File: src/rtl/fp12_adder.sv
module fp12_adder #(
  parameter int EW = 6,
  parameter int FW = 5,
  parameter int GW = 3
) (
  input  logic              clk,
  input  logic              rst_n,
  input  logic [EW+FW:0]    op_a,
  input  logic [EW+FW:0]    op_b,
  input  logic              sub,
  output logic [EW+FW:0]    sum_o
);
  localparam int W  = 1 + EW + FW;
  localparam int MW = FW + 1;
  localparam int AW = MW + GW;
  localparam logic [EW-1:0] EMAX = {EW{1'b1}};

  logic          sa, sb, a_zero, b_zero, swap, eff_sub, sL;
  logic [EW-1:0] ea, eb, eL, eS, d, lz;
  logic [FW-1:0] fa, fb;
  logic [MW-1:0] mL, mS;
  logic [AW-1:0] lx, sx, norm;
  logic [AW:0]   raw;
  logic [W-1:0]  res;
  logic          found;

  assign sa = op_a[W-1];
  assign sb = op_b[W-1] ^ sub;
  assign ea = op_a[W-2:FW];
  assign eb = op_b[W-2:FW];
  assign fa = op_a[FW-1:0];
  assign fb = op_b[FW-1:0];
  assign a_zero = (ea == '0);
  assign b_zero = (eb == '0);
  assign eff_sub = sa ^ sb;

  assign swap = a_zero ? !b_zero : (!b_zero && ({eb, fb} > {ea, fa}));
  assign eL = swap ? eb : ea;
  assign eS = swap ? ea : eb;
  assign sL = swap ? sb : sa;
  assign mL = swap ? (b_zero ? '0 : {1'b1, fb}) : (a_zero ? '0 : {1'b1, fa});
  assign mS = swap ? (a_zero ? '0 : {1'b1, fa}) : (b_zero ? '0 : {1'b1, fb});
  assign d  = eL - eS;
  assign lx = {mL, {GW{1'b0}}};
  assign sx = (d >= EW'(AW)) ? '0 : ({mS, {GW{1'b0}}} >> d);
  assign raw = eff_sub ? ({1'b0, lx} - {1'b0, sx}) : ({1'b0, lx} + {1'b0, sx});

  always_comb begin
    lz = '0;
    found = 1'b0;
    for (int i = AW - 1; i >= 0; i--) begin
      if (!found && raw[i]) begin
        lz = EW'(AW - 1 - i);
        found = 1'b1;
      end
    end
  end

  assign norm = raw[AW-1:0] << lz;

  always_comb begin
    if (raw == '0)
      res = '0;
    else if (raw[AW]) begin
      if (eL == EMAX)
        res = {sL, EMAX, {FW{1'b1}}};
      else
        res = {sL, eL + 1'b1, raw[AW-1 -: FW]};
    end else if (lz >= eL)
      res = '0;
    else
      res = {sL, eL - lz, norm[AW-2 -: FW]};
  end

  always_ff @(posedge clk) begin
    if (!rst_n) sum_o <= '0;
    else        sum_o <= res;
  end

  a_r7_zero_is_positive: assert property (@(posedge clk) disable iff (!rst_n)
    (sum_o[W-2:FW] == '0) |-> (sum_o == '0));

  a_r3_add_exp_range: assert property (@(posedge clk) disable iff (!rst_n)
    ($past(!eff_sub && !(a_zero && b_zero)) && $past(rst_n))
      |-> (sum_o[W-2:FW] >= $past(eL)) && (sum_o[W-1] == $past(sL)));

  a_r5_sub_no_growth: assert property (@(posedge clk) disable iff (!rst_n)
    ($past(eff_sub) && $past(rst_n) && (sum_o != '0))
      |-> (sum_o[W-2:FW] <= $past(eL)) && (sum_o[W-1] == $past(sL)));

  a_r8_zero_operand_passes: assert property (@(posedge clk) disable iff (!rst_n)
    ($past(rst_n) && $past(b_zero) && !$past(a_zero)) |-> (sum_o == $past(op_a)));

  a_r7_both_zero: assert property (@(posedge clk) disable iff (!rst_n)
    ($past(rst_n) && $past(a_zero && b_zero)) |-> (sum_o == '0));
endmodule

File: config.mk
export PLATFORM = sky130hd
export DESIGN_NAME = fp12_adder
export DESIGN_NICKNAME = d
export VERILOG_FILES = /design/src/rtl/fp12_adder.sv
export SDC_FILE = /design/constraint.sdc
export NUM_CORES = 1
export LEC_CHECK = 0
export BUFFER_PORTS_ARGS = -buffer_cell sky130_fd_sc_hd__buf_2
export CORE_MARGIN = 3
export CORE_UTILIZATION = 50
export DETAILED_ROUTE_END_ITERATION = 16
export GPL_TIMING_DRIVEN = 0
export PLACE_DENSITY = 0.73
export SLEW_MARGIN = 10
export SYNTH_ARGS = -nofsm -noshare
export SYNTH_HDL_FRONTEND = slang
export SYNTH_SLANG_ARGS = --single-unit
File: constraint.sdc
create_clock -name clk -period 9.1 [get_ports clk]
set_input_delay 0.455 -clock clk [delete_from_list [all_inputs] [get_ports clk]]
set_output_delay 0.455 -clock clk [all_outputs]
set_load 0.005 [all_outputs]
=== Word-level counts from Yosys, hierarchy flattened ===
Cells that the tools add are included.
W data, S select, Z words.

* Output and inout bits: 12
* Word-level logic and storage cells: 66
* Input port bits: 27
* Register bits: 12

* Bitwise operators: 3
* Add/sub/neg operators: 5
* $lt $le $gt $ge: 3
* Shift-type cells: 2
* Reduce and logical (&&, ||, !) cells: 22
* Muxes and demuxes: 29
* Eq/ne operators: 1

{| class="wikitable"
|+ Operators by type and width
! cell !! number
|-
| $mux W6 || 13
|-
| $mux W12 || 2
|-
| $logic_not A6 Y1 || 2
|-
| $sub A6 B6 Y6 || 2
|-
| $gt A11 B11 Y1 || 1
|-
| $mux W1 || 11
|-
| $mux W11 || 1
|-
| $add A9 B9 Y10 || 1
|-
| $logic_not A10 Y1 || 1
|-
| $mux W10 || 1
|-
| $sub A9 B9 Y10 || 1
|-
| $logic_and A1 B1 Y1 || 9
|-
| $logic_not A1 Y1 || 9
|-
| $mux W9 || 1
|-
| $shl A9 B6 Y8 || 1
|-
| $shr A9 B6 Y9 || 1
|-
| $add A6 B1 Y6 const B || 1
|-
| $eq A6 B6 Y1 const B || 1
|-
| $ge A6 B4 Y1 const B || 1
|-
| $ge A6 B6 Y1 || 1
|-
| $reduce_or A2 Y1 || 1
|-
| $xor A1 B1 Y1 || 2
|-
| $not A1 Y1 || 1
|}

=== Depth between registers and ports, before layout ===
Gate-level depths: netlist (run 1).

* Depth in word-level cells: 38
* Mapped depth: 46
* Gate-level depth less buffers: 42

=== Worst setup path before layout (run 1) ===
No wires, ideal clock.

* Path type: input port to flip-flop
* Start: input op_a[8]
* End: register sum_o[1]
* Data arrival time: 8.412 ns
* Data required time: 9.025 ns
* Setup time: 0.075 ns
* Stages on the path: 44
* Slack: 0.613 ns
* Buffers on the path: 5
* Cells stage by stage: inv_1 -> ha_1 -> buf_4 -> nand2_1 -> nor3_4 -> a21oi_2 -> a21oi_4 -> mux2i_1 -> ha_1 -> and4b_1 -> nor3_4 -> nor2_1 -> a211o_1 -> a31oi_1 -> buf_4 -> and3_1 -> nand2_1 -> ha_1 -> [8 not listed] -> a2111o_1 -> a311oi_4 -> or3_1 -> nor3_1 -> buf_2 -> a31oi_1 -> inv_1 -> ha_1 -> inv_1 -> fa_1 -> a21o_1 -> a21oi_1 -> a41o_1 -> and3_1 -> buf_1 -> a211o_1 -> a2111o_1 -> a31oi_1

* Longest elaborated chain between the ends: 37
* Elaborated cells between the ends (all ways): 56
* Classes of those cells: add/sub: 3; order compare: 3; eq/ne: 1; shift: 2; mux: 27; reduce/logical: 20

{| class="wikitable"
|+ RTL lines
! what !! line !! source
|-
| start, declared || 8 || <nowiki>input logic [EW+FW:0] op_a,</nowiki>
|-
| $gt A11 B11 Y1 || 37 || <nowiki>assign swap = a_zero ? !b_zero : (!b_zero && ({eb, fb} > {ea, fa}));</nowiki>
|-
| $logic_and A1 B1 Y1 || 37 ||
|-
| $mux W1 || 37 ||
|-
| $mux W6 (on tied branches) || 38, 39 ||
|-
| $sub A6 B6 Y6 || 43 || <nowiki>assign d = eL - eS;</nowiki>
|-
| $ge A6 B4 Y1 or $shr A9 B6 Y9 (tied branches) || 45 || <nowiki>assign sx = (d >= EW'(AW)) ? '0 : ({mS, {GW{1'b0}}} >> d);</nowiki>
|-
| $mux W9 || 45 ||
|-
| $add A9 B9 Y10 or $sub A9 B9 Y10 (tied branches) || 46 || <nowiki>assign raw = eff_sub ? ({1'b0, lx} - {1'b0, sx}) : ({1'b0, lx} + {1'b0, sx});</nowiki>
|-
| [21 not listed] || -- ||
|-
| $logic_and A1 B1 Y1 || 52 || <nowiki>if (!found && raw[i]) begin</nowiki>
|-
| $mux W1 || 52 ||
|-
| $logic_not A1 Y1 || 52 ||
|-
| $logic_and A1 B1 Y1 || 52 ||
|-
| $mux W6 || 52 ||
|-
| $ge A6 B6 Y1 or $shl A9 B6 Y8 (tied branches) || 69, 59 ||
|-
| $mux W12 || 69 || <nowiki>end else if (lz >= eL)</nowiki>
|-
| $mux W12 || 64 || <nowiki>else if (raw[AW]) begin</nowiki>
|-
| end signal, assigned || 77 || <nowiki>else sum_o <= res;</nowiki>
|-
| end, declared || 11 || <nowiki>output logic [EW+FW:0] sum_o</nowiki>
|}

Several ways; a longest one is shown, not always the timed one.
A chain may end at the register's enable or synchronous reset.

=== Final worst setup path (run 1) ===
Same ends and word-level chain as after synthesis.

==> qor.yml, run 1 <==
finish:
  final_util_pct: 58.5
  antennaDiodeCount: 0
  largest_reg_flops: 12
  final.fill_count: 625
  regMostFlops: "sum_o"
  area_growth_pct: 12.4
  top_regs: "sum_o x12"
  fin_nets: 550
  final_cell_count_no_fill: 567
  drive_gt1_share_pct: 21.6
clock_network:
  cts_root_buffer: "clkbuf_8"
  clk_pin_slew_ps: 50
  cts_tree: "yes"
  clkSinkCount: 12
  h-tree-depth: 1
  cts_made_buffers: 3
  clock_path_buffers: 2
logic_synthesis:
  ys_async_sr_fraction_pct: 0
  ys.flop_type: "dfxtp_1"
  synth_area_um2: 3330
  synth.distinct_cells: 81
  synth_top_area_cell: "ha_1"
  yosysWarningCount: 0
  synth.area.top_cells: "ha_1 (11%), mux2i_1 (7.8%), dfxtp_1 (7.2%)"
  synth_cells: 446
  synth.avg_cell_area_um2: 7.46
  netlist.area_leader.share_pct: 11.3
  synth-seq-area-share_pct: 7.22
  synth_seq_cells: 12
  synth_edf_count: 0
  syn_nets: 505
critical_path:
  timing.setup.critical_path_class: "in -> reg"
  critPathLaunch: "op_a[8]"
  crit_path_end: "sum_o[1]"
  crit_slowest_cell: "a2111oi_1"
  start_kind: "input pin"
  path_buf_inv: 8
  cp.arrival_ps: 8700
  max_stage_delay_ps: 480
  cpLargestDelayFamily: "compound AO/OA/AOI/OAI gates"
  cp.required_ps: 9260
  crit_path_max_fanout: 10
  end_kind: "flip-flop"
  crit_cells: 43
  path_common_cell: "nand2_1"
placed_design:
  dp_hpwl_um: 7070
  port_buffers: 38
  pre_cts_ws_ps: -813
  placed_cells: 561
  place_congestion: 0.929
power:
  power_density_nw_per_um2: 183
  peakVddDrop_mv: 0.156
  p_leak_nw: 1.71
  finalPower_w: 0.000685
timing:
  setup_slack_ps: 556
  slew_violations: 0
  fmax_ghz: 0.117
  finalHoldViolCount: 0
  relSlewSlack_pct: 36.7
  worstMarginPinSlew_ps: 942
  setup_violations: 0
  final.min_clock_period_ps: 8540
  fin_crit_sh_pct: 93.9
  rsz0062_at_grt: "no"
drt:
  drtAntennaViolNets: 0
  totalWireLength_um: 8620
  via_per_inst: 6.14
  drt_iter0_drc: 170
  drc: 0
  post_drt_wl_per_cell_um: 15.2
  vias: 3481
  first_pass_iters: 5
global_routing:
  grt_pass1_wl_um: 14900
  antenna_found_initial: 0
  grt_usage_pct: 23.1
  grt_pass1_vias: 3219
  grt_overflow: 0
  grt_max_degree: 11
die:
  row_count: 29
  io-pin-count: 39
  core_area_um2: 6390
  start_util_pct: 52.1
  die_height_um: 87.6
  die_x_um: 87.6
  dieArea_um2: 7670
run:
  drv_cap: 0
status:
  status: "finished clean"
worst_hold_path:
  hold_path.class: "in -> reg"
-- power by group --
group          switching [W]  internal (W)  total [W]  leakage, nW
Sequential        0.00000353     0.0000725  0.0000761       0.0995
Combinational       0.000322      0.000231   0.000553         1.58
Clock              0.0000180     0.0000381  0.0000561       0.0288
-- synth_stat cells (all sizes together) (3+ instances only) --
cell type  number
nor3b           3
nor2           43
clkbuf          8
and3            9
mux2            6
a311oi          3
a21boi          3
a21oi          27
xnor2           7
a31oi           5
a211oi          8
nand3b          3
o211ai          7
a31o            3
nor3           19
a21o            7
nand4           8
nand3          20
or3             3
xor2            8
nand2          34
buf            11
o32ai           5
dfxtp          12
inv            38
a211o           3
a2111oi         4
ha             30
o31ai           4
nor4            4
mux2i          28
o21ai          28
nor2b           3
and2            8
-- worst min-delay path, delay by kind of cell --
kind | cells | cell delay [ps]
AO/OA/AOI/OAI | 2 | 180
buffers and inverters | 1 | 120
-- routing by layer --
layer | routed length, um | GRT usage [%] | up-vias | share of wire [%]
met1 | 4140 | 32.0 | 1618 | 48
met2 | 4050 | 40.3 | 96 | 47
met5 | 0 | 0 | - | 0
met4 | 70 | 3.63 | 0 | 0.81
li1 | - | - | 1759 | -
met3 | 349 | 0.847 | 8 | 4.1
-- kinds of logic (layout without fill, tap and decap cells) --
| logic type | after synthesis | count (layout) | share of synthesized area [%] |
|---|---|---|---|
| AOI/OAI and AO/OA | 128 | 128 | 29.4 |
| xor gates and xnor gates | 15 | 15 | 4.74 |
| adders and majority gates | 32 | 32 | 12.5 |
| buffers and inverters | 57 | 101 | 7.11 |
| DFF | 12 | 12 | 7.22 |
| muxes | 36 | 36 | 13.0 |
| and+or+nand+nor | 166 | 166 | 26.1 |
-- worst min path at each step --
| stage | start | endpoint | slack (ps) | cells after the start |
|---|---|---|---|---|
| floorplan | rst_n | sum_o[4] | 640 | 2 |
| global placement | rst_n | sum_o[4] | 790 | 3 |
| detailed placement | rst_n | sum_o[4] | 800 | 3 |
| CTS | rst_n | sum_o[4] | 550 | 3 |
| global route | rst_n | sum_o[0] | 570 | 3 |
| finish | rst_n | sum_o[4] | 560 | 3 |
-- cells in the final DEF (no fill, tap or decap), types with 4 or more instances in the layout --
master | netlist | routed
clkbuf_8 | 0 | 4
o211ai_1 | 5 | 5
xor2_1 | 7 | 7
and3_1 | 8 | 7
o31ai_1 | 4 | 4
buf_2 | 6 | 43
nand4_1 | 8 | 8
nor3_2 | 2 | 4
nand3_1 | 20 | 20
nor2_1 | 43 | 43
o21ai_2 | 2 | 4
clkbuf_1 | 8 | 6
nand2_1 | 34 | 34
buf_4 | 2 | 7
ha_1 | 30 | 27
and2_1 | 8 | 7
a21o_1 | 7 | 7
mux2_4 | 4 | 4
xnor2_1 | 6 | 6
o32ai_1 | 4 | 4
a21oi_1 | 24 | 23
nor3_1 | 15 | 13
mux2i_1 | 26 | 25
a211oi_1 | 7 | 7
a31oi_1 | 5 | 4
inv_1 | 37 | 37
dfxtp_1 | 12 | 12
o21ai_0 | 23 | 21
nor4_1 | 4 | 4
-- layout make-up --
type | count | area [um^2] | area share (%)
Multi-Input combinational cell | 377 | 2890 | 77.3
Sequential cell | 12 | 240 | 6.43
Timing Repair Buffer | 43 | 228 | 6.09
Inverter | 38 | 143 | 3.82
Tap cell | 77 | 96.3 | 2.58
Buffer | 16 | 85.1 | 2.28
Clock buffer | 4 | 55.1 | 1.47
-- per-stage QoR --
stage / hold WS, ps / TNS, ps / instance area, um^2
final: 562 / 0 / 3740
after global placement: 794 / -4130 / 3610
after global routing: 569 / 0 / 3740
after detailed placement: 798 / -4720 / 3610
after floorplan: 637 / 0 / 3330
after CTS: 554 / 0 / 3690
-- repair_timing --
action                                  in CTS  in global routing
endpoints found under the setup margin       7                 11
pin swaps                                    2                  1
hold buffers                                 0                  0
endpoints found under the hold margin        0                  0
gates resized for setup                      3                 12
setup buffers                                3                  2
cloned                                       0                  0
No activity file was read; power rests on OpenSTA's default activity.
==> run 2: changes to the inputs <==
ABC_AREA = 1   (was unset)
PLACE_DENSITY = 0.8   (was 0.73)
==> run 2 against run 1 <==
  * Synthesized cell count increased by 19%
  * Non-clock buffer count is 12 lower
  * First-iteration DRC count is 21% lower
  * Sequential power fell by 6.8%
  * Synthesized area shrank 5.6%
  * Total power decreased by 20%
==> qor.yml, run 2 <==
worst_hold_path:
  hold_path_end: "sum_o[9]"
  min_from: "rst_n"
  hold_path.class: "in -> reg"
  min_path_cells: 3  # unchanged
logic_synthesis:
  ys.flop_type: "dfxtp_1"
  synth-seq-area-share_pct: 7.65  # +0.43 points
  synth_area_um2: 3140  # -5.6%
  synth_commonest_cells: "nand2_1 (135), inv_1 (82), nand3_1 (60)"
  synth_seq_cells: 12  # unchanged
  yosysWarningCount: 0  # unchanged
  yosysMostFrequentCell: "nand2_1"
  ys_async_sr_fraction_pct: 0  # unchanged
  synth_edf_count: 0  # unchanged
  synth_top_area_cell: "nand2_1"
  synth_cells: 532  # +19%
  netlist.area_leader.share_pct: 16.1  # +4.9 points
  synth.avg_cell_area_um2: 5.90  # -21%
  synth.area.top_cells: "nand2_1 (16%), ha_1 (12%), inv_1 (9.8%)"
  syn_nets: 591  # +17%
  synth.distinct_cells: 47  # -42%
clock_network:
  cts_hold_buf: 0  # unchanged
  cts_resized: 0  # -3
  h-tree-depth: 1  # unchanged
  cts_root_buffer: "clkbuf_8"
  clock_path_buffers: 2  # unchanged
  cts_made_buffers: 3  # unchanged
  cts_tree: "yes"
  clk_pin_slew_ps: 50  # about the same
  cts_setup_buffers: 0  # -3
  clkSinkCount: 12  # unchanged
timing:
  whs_ps: 526  # -35.9 ps
  rsz0062_at_grt: "no"
  relSlewSlack_pct: 20.7  # -16 points
  fmax_ghz: 0.132  # +13%
  worstMarginPinSlew_ps: 1180  # +237 ps
  setup_violations: 0  # unchanged
  fin_tns_setup_ps: 0  # unchanged
  final.min_clock_period_ps: 7580  # -963 ps
  fin_crit_sh_pct: 83.3  # -11 points
  finalHoldViolCount: 0  # unchanged
  slew_violations: 0  # unchanged
status:
  status: "finished clean"
finish:
  mostFrequentLayoutCells: "nand2_1 (135), inv_1 (82), nand3_1 (60), buf_2 (42), nor2_1 (32)"
  fin_nets: 634  # +15%
  antennaDiodeCount: 0  # unchanged
  layout_commonest_cell: "nand2_1"
  regMostFlops: "sum_o"
  largest_reg_flops: 12  # unchanged
  drive_gt1_share_pct: 20.2  # -1.4 points
  area_growth_pct: 10.4
  fin_area_um2: 3470  # -7.3%
  top_regs: "sum_o x12"
die:
  dieArea_um2: 7270  # -5.2%
  row_count: 28  # -3.4%
  core_area_um2: 5990  # -6.2%
  die_x_um: 85.3  # -2.6%
  io-pin-count: 39  # unchanged
  start_util_pct: 52.4  # +0.33 points
  die_height_um: 85.3  # -2.6%
run:
  drv_cap: 0  # unchanged
global_routing:
  grt_max_degree: 11  # unchanged
  grt_overflow: 0  # unchanged
  grt_usage_pct: 22.2  # -0.88 points
  grt_pass1_wl_um: 13900  # -7.0%
  grt_pass1_vias: 3251  # +0.99%
  antenna_found_initial: 0  # unchanged
placed_design:
  placed_area_um2: 3420  # -5.2%
  place_congestion: 0.937  # +0.87%
  port_buffers: 38  # unchanged
  dp_hpwl_um: 6730  # -4.9%
power:
  switchingPower_w: 0.000296  # -14%
  power_frac_comb_pct: 78.7  # -2.0 points
  peakVddDrop_mv: 0.116  # -26%
  power_density_nw_per_um2: 158  # -14%
  swShare_pct: 54.2  # +4.0 points
  p_leak_nw: 1.92  # +12%
  seq_power_share_pct: 13.0  # +1.9 points
  power.internal_w: 0.000250  # -27%
  clock_power_share_pct: 8.4  # +0.2 points
critical_path:
  critPathLaunch: "op_a[8]"
  crit_slowest_cell: "nor3_1"
  max_stage_delay_ps: 460  # -20 ps
  cp.arrival_ps: 7680  # -1020 ps
  start_kind: "input pin"
  path_common_cell: "nand2_1"
  cpLargestDelayFamily: "simple AND/OR/NAND/NOR gates"
  crit_path_max_fanout: 10  # unchanged
  path_buf_inv: 9  # +1
  cp.required_ps: 9200  # -60 ps
  timing.setup.critical_path_class: "in -> reg"
  end_kind: "flip-flop"
drt:
  drc: 0  # unchanged
  vias: 3475  # -0.17%
  totalWireLength_um: 7840  # -9.0%
  drt_iter0_drc: 135  # -21%
  post_drt_wl_per_cell_um: 12.1  # -20%
  first_pass_iters: 4  # -1
  drtAntennaViolNets: 0  # unchanged
  via_per_inst: 5.36  # -13%
run 2: logic make-up (layout without fill, tap and decap cells):
family                   after synthesis  after routing  share of synthesized area, %
AO/OA/AOI/OAI                         81             81                          15.7
XOR/XNOR                              13             13                          4.46
adder cells (fa/ha/maj)               32             32                          13.2
buffers and inverters                104            145                          12.9
flip-flops                            12             12                          7.65
AND/OR/NAND/NOR                      290            290                          46.0
run 2: tightest hold or removal path: cells and delay by family:
kind | cells | cell delay, ps
AO/OA/AOI/OAI | 1 | 50
buffers and inverters | 1 | 100
AND/OR/NAND/NOR | 1 | 100
run 2: worst max-delay path by stage:
stage	endpoint	slack [ps]	depth (start not counted)
floorplan	sum_o[1]	2550	57
detailed placement	sum_o[1]	1370	55
CTS	sum_o[1]	1610	55
global placement	sum_o[1]	1520	55
global route	sum_o[2]	710	55
finish	sum_o[1]	1520	55
run 2: power groups by stage:
stage / registers (W) / clock network [W] / logic, W
final: 0.0000709 / 0.0000457 / 0.000430
after global routing: 0.0000721 / 0.0000484 / 0.000486
after CTS: 0.0000712 / 0.0000469 / 0.000426
after detailed placement: 0.0000722 / 0 / 0.000425
after global placement: 0.0000718 / 0 / 0.000416
after floorplan: 0.0000754 / 0 / 0.000330
run 2: cell type report:
type / instances / area, um^2
Sequential cell: 12 / 240
Tap cell: 75 / 93.8
Multi-Input combinational cell: 416 / 2490
Buffer: 9 / 50.0
Timing Repair Buffer: 38 / 190
Fill cell: 613 / 2520
Inverter: 95 / 357
Clock buffer: 3 / 41.3
run 2: per-stage QoR:
step	total power (W)	util (%)	setup slack (ps)	instances
after floorplan	0.000406	-	2550	532
after global placement	0.000487	57.2	1520	645
after detailed placement	0.000497	57.2	1370	645
after CTS	0.000544	57.9	1610	648
after global routing	0.000607	57.9	713	648
final	0.000546	57.9	1520	648
run 2: layer usage:
metal / vias to the layer above / track usage, % / wire length (um)
met5: - / 0 / 0
met1: 1574 / 28.5 / 3650
met2: 87 / 41.2 / 3830
li1: 1806 / - / -
met4: 0 / 4.60 / 82
met3: 8 / 0.485 / 276
==> run 3: changes to the inputs <==
ABC_AREA = 0   (was 1)
PLACE_DENSITY = 0.77   (was 0.8)
clock period = 7.9 ns   (was 9.1 ns; I/O delays follow)
==> run 3 against run 2 <==
  * Routed wire length increased by 29%
  * Critical path type unchanged
  * Highest routed layer unchanged
  * Die area is 5.5% higher
  * Via count increased by 8.5%
  * Total power is 70% higher
==> qor.yml, run 3 (synthesized netlist as in run 1, its figures left out) <==
drt:
  post_drt_wl_per_cell_um: 16.9  # +40%
  via_per_inst: 6.32  # +18%
  drc: 0  # unchanged
  totalWireLength_um: 10100  # +29%
  drt_iter0_drc: 127  # -5.9%
  first_pass_iters: 5  # +1
  drtAntennaViolNets: 0  # unchanged
  vias: 3769  # +8.5%
placed_design:
  port_buffers: 38  # unchanged
  place_congestion: 0.911  # -2.8%
  dp_hpwl_um: 7320  # +8.8%
clock_network:
  cts_hold_buf: 0  # unchanged
  clkSinkCount: 12  # unchanged
  clock_path_buffers: 2  # unchanged
  cts_root_buffer: "clkbuf_8"
  cts_tree: "yes"
  clk_pin_slew_ps: 50  # about the same
  h-tree-depth: 1  # unchanged
  cts_made_buffers: 3  # unchanged
global_routing:
  grt_pass1_vias: 3667  # +13%
  antenna_found_initial: 0  # unchanged
  grt_overflow: 0  # unchanged
  grt_max_degree: 11  # unchanged
  grt_pass1_wl_um: 16300  # +18%
  grt_usage_pct: 25.3  # +3.1 points
timing:
  setup_violations: 0  # unchanged
  whs_ps: 517  # -8.68 ps
  slew_violations: 0  # unchanged
  worstMarginPinSlew_ps: 1020  # -159 ps
  relSlewSlack_pct: 31.5  # +11 points
  final.min_clock_period_ps: 7720
  fin_crit_sh_pct: 97.7
  fmax_ghz: 0.130
  finalHoldViolCount: 0  # unchanged
worst_hold_path:
  min_from: "rst_n"
  hold_path.class: "in -> reg"
  min_path_cells: 3  # unchanged
  hold_path_end: "sum_o[0]"
finish:
  area_growth_pct: 31.4
  antennaDiodeCount: 0  # unchanged
  mostFrequentLayoutCells: "nor2_1 (42), buf_4 (42), buf_2 (33), nand2_1 (29), inv_1 (28)"
  top_regs: "sum_o x12"
  final_util_pct: 68.4  # +11 points
  largest_reg_flops: 12  # unchanged
  final.fill_count: 508  # -17%
  drive_gt1_share_pct: 34.7  # +14 points
  fin_nets: 579  # -8.7%
  regMostFlops: "sum_o"
critical_path:
  cp.arrival_ps: 7900  # +220 ps
  max_stage_delay_ps: 430  # -30 ps
  crit_path_max_fanout: 5  # -5
  timing.setup.critical_path_class: "in -> reg"
  start_kind: "input pin"
  crit_slowest_cell: "a2111o_1"
  end_kind: "flip-flop"
  cp.required_ps: 8080  # -1120 ps
die:
  die_x_um: 87.6  # +2.7%
  die_height_um: 87.6  # +2.7%
  row_count: 29  # +3.6%
  start_util_pct: 52.1  # -0.33 points
  core_area_um2: 6390  # +6.6%
  dieArea_um2: 7670  # +5.5%
  io-pin-count: 39  # unchanged
power:
  peakVddDrop_mv: 0.178  # +53%
  p_leak_nw: 1.91  # -0.37%
  power_density_nw_per_um2: 213  # +35%
run:
  drv_cap: 0  # unchanged
status:
  status: "finished clean"
==> run 3: changes by cell type in the layout (fill, tap and decap cells not counted), sizes merged, moves of 6 or more <==
cell and change:
mux2 +6, a211oi +6, mux2i +28, o211ai +7
nand3 -50, and2 +8, and3 +8, nor3 +11
nand2 -124, o21ai -10, a21o +6, inv -56
buf +38
==> run 3: layer usage <==
layer / GRT usage, % / wire length (um) / vias to the layer above
li1: - / - / 1811
met4: 5.16 / 149 / 0
met3: 1.88 / 516 / 19
met2: 47.5 / 5090 / 146
met5: 0 / 0 / -
met1: 31.5 / 4350 / 1793
==> run 3: what timing repair did <==
action / in CTS / in global routing
pin swaps: 17 / 42
setup buffers: 20 / 16
gates resized for setup: 27 / 52
setup endpoints to repair: 12 / 11
==> run 3: final cells by class <==
class                   instances  area (um^2)  share of cell area, %
plain buffers                  14         90.1                   2.06
clock buffers                   4         55.1                   1.26
inverters                      38          148                   3.38
multi-input cells             377         3250                   74.4
flip-flops and latches         12          240                   5.50
well taps                      77         96.3                   2.20
repair buffers                 74          488                   11.2
==> run 3: how the worst max path moves through the flow <==
| stage | start | to | slack, ps | cells after the start |
|---|---|---|---|---|
| final | op_a[7] | sum_o[2] | 180 | 45 |
| after global routing | op_a[9] | sum_o[2] | -220 | 44 |
| after CTS | op_a[7] | sum_o[1] | 10 | 45 |
| after detailed placement | op_a[6] | sum_o[2] | -1120 | 42 |
| after global placement | op_a[6] | sum_o[1] | -960 | 44 |
| after floorplan | op_a[10] | sum_o[1] | 7 | 44 |
==> run 3: power by group <==
part / total [W] / internal (W) / switching, W
Combinational: 0.000780 / 0.000349 / 0.000432
Sequential: 0.0000879 / 0.0000836 / 0.00000427
Clock: 0.0000626 / 0.0000437 / 0.0000189
==> run 3: through the flow <==
stage / total power [W] / std cells / setup TNS (ps) / setup slack [ps] / area [um^2]
detailed placement: 0.000725 / 561 / -8590 / -1120 / 3730
global placement: 0.000711 / 561 / -6390 / -962 / 3730
finish: 0.000931 / 596 / 0 / 179 / 4370
global route: 0.00101 / 596 / -508 / -217 / 4370
floorplan: 0.000590 / 446 / 0 / 7.44 / 3440
CTS: 0.000843 / 585 / 0 / 12.0 / 4080
==> run 3: critical path: cells and delay by family <==
family | cells | cell delay (ps)
adder cells (fa/ha/maj) | 5 | 1090
AO/OA/AOI/OAI | 16 | 3090
AND/OR/NAND/NOR | 15 | 2380
buffers and inverters | 8 | 620
multiplexers | 1 | 300
